[config.mk]
export PLATFORM = sky130hd
export DESIGN_NAME = chan_fault_swap
export DESIGN_NICKNAME = d
export VERILOG_FILES = /design/src/rtl/fdsw_pkg.sv /design/src/rtl/fdsw_datapath.sv /design/src/rtl/fdsw_control.sv /design/src/rtl/chan_fault_swap.sv
export SDC_FILE = /design/constraint.sdc
export NUM_CORES = 1
export LEC_CHECK = 0
export BUFFER_PORTS_ARGS = -buffer_cell sky130_fd_sc_hd__buf_2
export CAP_MARGIN = 20
export CORE_ASPECT_RATIO = 2
export CORE_MARGIN = 3
export CORE_UTILIZATION = 35
export DETAILED_ROUTE_END_ITERATION = 10
export PLACE_DENSITY = 0.51
export SLEW_MARGIN = 20
export SYNTH_ARGS = -nofsm -noshare
export SYNTH_HDL_FRONTEND = slang
export SYNTH_SLANG_ARGS = --single-unit
[constraint.sdc]
create_clock -name clk -period 5.8 [get_ports clk]
set_clock_uncertainty 0.05 [all_clocks]
set_input_delay 1.16 -clock clk [delete_from_list [all_inputs] [get_ports clk]]
set_output_delay 1.16 -clock clk [all_outputs]
set_load 0.02 [all_outputs]
[src/rtl/fdsw_pkg.sv]
package fdsw_pkg;
  // Comparison results from the datapath for the current pairing
  typedef struct packed {
    logic inactLow;   // inactive below 7/8 of active
    logic inactHigh;  // inactive above ~114% of active
    logic matched;    // both within 12.5% of each other
  } cmp_t;

  // Strobes from control to datapath
  typedef struct packed {
    logic doSwap;
    logic setFault;
    logic clrFault;
  } ctl_t;
endpackage

[src/rtl/fdsw_datapath.sv]
module fdsw_datapath
  import fdsw_pkg::*;
#(
  parameter int MAG_W = 16
) (
  input  logic             clk,
  input  logic             rst_n,
  input  logic [MAG_W-1:0] magA,
  input  logic [MAG_W-1:0] magB,
  input  ctl_t             ctl,
  output cmp_t             cmp,
  output logic             activeSel,
  output logic             faultFlag,
  output logic             swapPulse
);
  localparam int EXT_W = MAG_W + 1;

  logic [EXT_W-1:0] actW, inactW, actLowThr, actHighThr, inactLowThr;

  always_comb begin
    actW        = activeSel ? EXT_W'(magB) : EXT_W'(magA);
    inactW      = activeSel ? EXT_W'(magA) : EXT_W'(magB);
    actLowThr   = actW - (actW >> 3);
    actHighThr  = actW + (actW >> 3) + (actW >> 6);
    inactLowThr = inactW - (inactW >> 3);
    cmp.inactLow  = inactW < actLowThr;
    cmp.inactHigh = inactW > actHighThr;
    cmp.matched   = (inactW >= actLowThr) && (actW >= inactLowThr);
  end

  always_ff @(posedge clk) begin
    if (!rst_n) begin
      activeSel <= 1'b0;
      faultFlag <= 1'b0;
      swapPulse <= 1'b0;
    end else begin
      swapPulse <= ctl.doSwap;
      if (ctl.doSwap) activeSel <= ~activeSel;
      if (ctl.setFault)      faultFlag <= 1'b1;
      else if (ctl.clrFault) faultFlag <= 1'b0;
    end
  end

  // a pulse always accompanies a selection change, and vice versa
  assert_pulse_on_change_R8: assert property (@(posedge clk) disable iff (!rst_n)
    swapPulse |-> (activeSel != $past(activeSel)));
  assert_sel_stable_R8: assert property (@(posedge clk) disable iff (!rst_n)
    !swapPulse |-> $stable(activeSel));
  // without strobes from control nothing moves
  assert_idle_hold_R9: assert property (@(posedge clk) disable iff (!rst_n)
    (ctl == '0) |=> ($stable(faultFlag) && !swapPulse));
  // a raise strobe leaves the flag set
  assert_fault_set_R3: assert property (@(posedge clk) disable iff (!rst_n)
    ctl.setFault |=> faultFlag);
endmodule

[src/rtl/fdsw_control.sv]
module fdsw_control
  import fdsw_pkg::*;
#(
  parameter int DELAY_SAMPLES = 4
) (
  input  logic clk,
  input  logic rst_n,
  input  logic sampleValid,
  input  cmp_t cmp,
  output ctl_t ctl
);
  localparam int CNT_W = (DELAY_SAMPLES < 2) ? 1 : $clog2(DELAY_SAMPLES);
  localparam logic [CNT_W-1:0] LAST = CNT_W'(DELAY_SAMPLES - 1);

  logic [CNT_W-1:0] persistCnt;

  always_comb begin
    ctl.doSwap   = sampleValid && cmp.inactHigh && (persistCnt == LAST);
    ctl.setFault = sampleValid && (cmp.inactLow || cmp.inactHigh);
    ctl.clrFault = sampleValid && cmp.matched;
  end

  always_ff @(posedge clk) begin
    if (!rst_n) begin
      persistCnt <= '0;
    end else if (sampleValid) begin
      if (!cmp.inactHigh || ctl.doSwap) persistCnt <= '0;
      else                              persistCnt <= persistCnt + 1'b1;
    end
  end

  // count never passes the qualification limit
  assert_cnt_bound_R4: assert property (@(posedge clk) disable iff (!rst_n)
    persistCnt <= LAST);
  // a non-qualifying strobe restarts the count
  assert_cnt_clear_R5: assert property (@(posedge clk) disable iff (!rst_n)
    (sampleValid && !cmp.inactHigh) |=> (persistCnt == '0));
  // idle cycles hold the count
  assert_cnt_hold_R9: assert property (@(posedge clk) disable iff (!rst_n)
    !sampleValid |=> $stable(persistCnt));
  // a low excursion never swaps
  assert_no_swap_low_R2: assert property (@(posedge clk) disable iff (!rst_n)
    cmp.inactLow |-> !ctl.doSwap);
endmodule

[src/rtl/chan_fault_swap.sv]
module chan_fault_swap
  import fdsw_pkg::*;
#(
  parameter int MAG_W         = 16,
  parameter int DELAY_SAMPLES = 4
) (
  input  logic             clk,
  input  logic             rst_n,
  input  logic             sampleValid,
  input  logic [MAG_W-1:0] magA,
  input  logic [MAG_W-1:0] magB,
  output logic             activeSel,
  output logic             faultFlag,
  output logic             swapPulse
);
  cmp_t cmp;
  ctl_t ctl;

  fdsw_datapath #(.MAG_W(MAG_W)) uData (
    .clk(clk), .rst_n(rst_n), .magA(magA), .magB(magB), .ctl(ctl),
    .cmp(cmp), .activeSel(activeSel), .faultFlag(faultFlag), .swapPulse(swapPulse)
  );

  fdsw_control #(.DELAY_SAMPLES(DELAY_SAMPLES)) uCtrl (
    .clk(clk), .rst_n(rst_n), .sampleValid(sampleValid), .cmp(cmp), .ctl(ctl)
  );
endmodule

==> impl_metrics.tcl <==
set metrics [dict create \
    synth_flop_cell "dfxtp_1" \
    wl_per_cell_um 16.97 \
    cts_sinks 5 \
    h-tree-depth 1 \
    arrival_ns 5.37 \
    rows 54 \
    yosys_warnings 0 \
    yosysTopAreaCell "ha_1" \
    ys_top_cells_by_area "ha_1, fa_1, mux2i_1" \
    route.detailed.drc 0 \
    hold_viol 0 \
    power_density_nw_per_um2 165.8 \
    clk_latency_ns 0.23 \
    slew_headroom 0.5610 \
    netlist_top_cells_count "ha_1, inv_1, nand2_1" \
    synthCells 494 \
    seq_area_frac_synth 0.02547 \
    initial_core_util 0.3591 \
    syn-cell-area_sq_um 3930 \
    p_comb_frac 0.785 \
    async_reset_ff_frac 0 \
    cts_hold_buf 0 \
    first_pass_iters 4 \
    dr_wl_met3_um 245 \
    antenna_cells 0 \
    path_max_fanout 4 \
    grt_pass1_wl_um 18720 \
    place_congestion 0.8620 \
    finalSetupViolCount 0 \
    drt-initial-drc-count 108 \
    drive_gt1_frac 0.1413 \
    numCtsBuffers 3 \
    antenna_found_initial 0 \
    synth_cell_types 59 \
    required_ns 5.87 \
    path_class "in2reg" \
    clockBufferDepth 2 \
    vdd_drop_max_mv 0.1373 \
    pre_cts_ws_ns 0.2530 \
    rsz0062_at_grt "no" \
    first_global_vias 3887 \
    synth_edf_count 0 \
    dieWidth_um 80.93 \
    numPortBuffers 37 \
    min_period_ns 5.309 \
    via_count 3793 \
    worst_pin_slew_ns 0.6402 \
    p_sw_w 0.0003485 \
    avgSynthCellArea_sq_um 7.956 \
    vias_per_cell 5.594 \
    setup_slack_ns 0.4907 \
    wl_met2_um 6677 \
    outcome "complete, no violations" \
    grt_use_total 0.1914 \
    p_leak_nw 2.101 \
    fp.dieArea_sq_um 12610 \
    fp.dieH_um 155.9 \
    cts_setup_buffers 0 \
    internal_power_w 0.0003829 \
    ios 38 \
    cts_resized 0 \
    drt-met1-wl_um 4120 \
    cap_violations 0 \
    root_buffer "clkbuf_16" \
    dp_hpwl_um 10240 \
    grt_max_degree 13 \
    max_freq_mhz 188.3 \
    seqPwrFrac 0.057 \
    wirelength_um 11500 \
    drtAntennaViolNets 0 \
    core_sq_um 10950 \
    startpoint_type "input port" \
    area_growth_pct 12.26 \
    min_period_over_period 0.9154 \
    power.total_w 0.0007314 \
    synth.top_cell.area_share 0.2897 \
    end_kind "register" \
    slew_violations 0 \
    hold_class "reg2reg" \
    gr-total-overflow 0 \
    final.setup.tns_ns 0 \
    cts_tree "built" \
    routed.top_layer "met4" \
    yosysMostFrequentCell "ha_1" \
    nets 678 \
    clkTransAtPathRegs_ns 0.03 \
    ys_seq_elements 5 \
    swShare 0.4765 \
    synth_fp_nets 633 \
    power_frac_clock 0.158 \
]
==> kinds of logic after synthesis <==
family,synth area share
simple gates,0.1726
xor+xnor,0.07577
flops,0.02547
mux,0.08755
compound gates,0.2302
buf+inv,0.05253
fa+ha+maj,0.3559
==> placed cells by master (no fill, tap or decap), drive strengths merged, types with 22 or more instances in the layout <==
master and count:
o21ai 22, inv 48, mux2i 25, nor2 29, nand2 33, ha 91, nor3 22, buf 46
a21oi 32
==> final cells by class <==
cell class | count | area [sq um]
clock buffer | 4 | 78.83
fill | 1190 | 6534
inverter | 48 | 180.2
multi-input combinational | 435 | 3623
sequential | 5 | 101.3
tap | 140 | 175.2
timing repair buffer | 46 | 252.7
==> power groups by stage <==
stage	Combinational, W	Sequential (W)	Clock, W
final	0.000574	0.0000414	0.000116
after global routing	0.000659	0.0000419	0.000121
after CTS	0.000577	0.0000413	0.000117
after detailed placement	0.000572	0.0000418	0
after global placement	0.000561	0.0000416	0
after floorplan	0.000432	0.0000443	0
==> per-layer routing <==
layer,vias up,global-route usage
met2,82,0.3923
met3,29,0.005780
met5,-,0
met4,0,0.07575
met1,1755,0.1910
li1,1927,-
==> stage by stage <==
step / hold WS [ns] / utilization / cells / cell area (sq um)
6_report: 0.4657 / 0.4031 / 678 / 4412
5_1_grt: 0.5004 / 0.4031 / 678 / 4412
4_1_cts: 0.4687 / 0.4031 / 678 / 4412
3_5_place_dp: 0.4607 / 0.3959 / 674 / 4333
3_3_place_gp: 0.4321 / 0.3959 / 674 / 4333
2_1_floorplan: 0.4230 / - / 494 / 3930
==> critical path, cell delays in order <==
cell	delay, ns
buf_2	0.10
mux2i_1	0.24
inv_1	0.20
fa_1	0.49
ha_1	0.26
fa_1	0.43
a211oi_1	0.23
o21bai_1	0.12
a31oi_1	0.23
o21ai_0	0.18
nor2_1	0.15
xor2_1	0.16
ha_1	0.26
o21a_1	0.18
a21oi_1	0.13
o21ai_0	0.10
and4b_1	0.29
nor2_1	0.08
and2_4	0.17
a32o_1	0.20
==> worst paths after layout <==
check	from	endpoint	slack, ns	cells past startpoint
setup / recovery	magB[4]	uCtrl.persistCnt[0]	0.49	20
hold reg to reg	uCtrl.persistCnt[1]	uCtrl.persistCnt[1]	0.47	1
hold / removal	uCtrl.persistCnt[1]	uCtrl.persistCnt[1]	0.47	1
setup reg to reg	uData.activeSel	uCtrl.persistCnt[0]	0.67	20
==> sequential cells by signal, indices dropped and copies added, names as in the netlist <==
signal / cells
uCtrl.persistCnt: 2
uData.activeSel: 1
uData.faultFlag: 1
uData.swapPulse: 1
(Power assumes the default switching activity.)
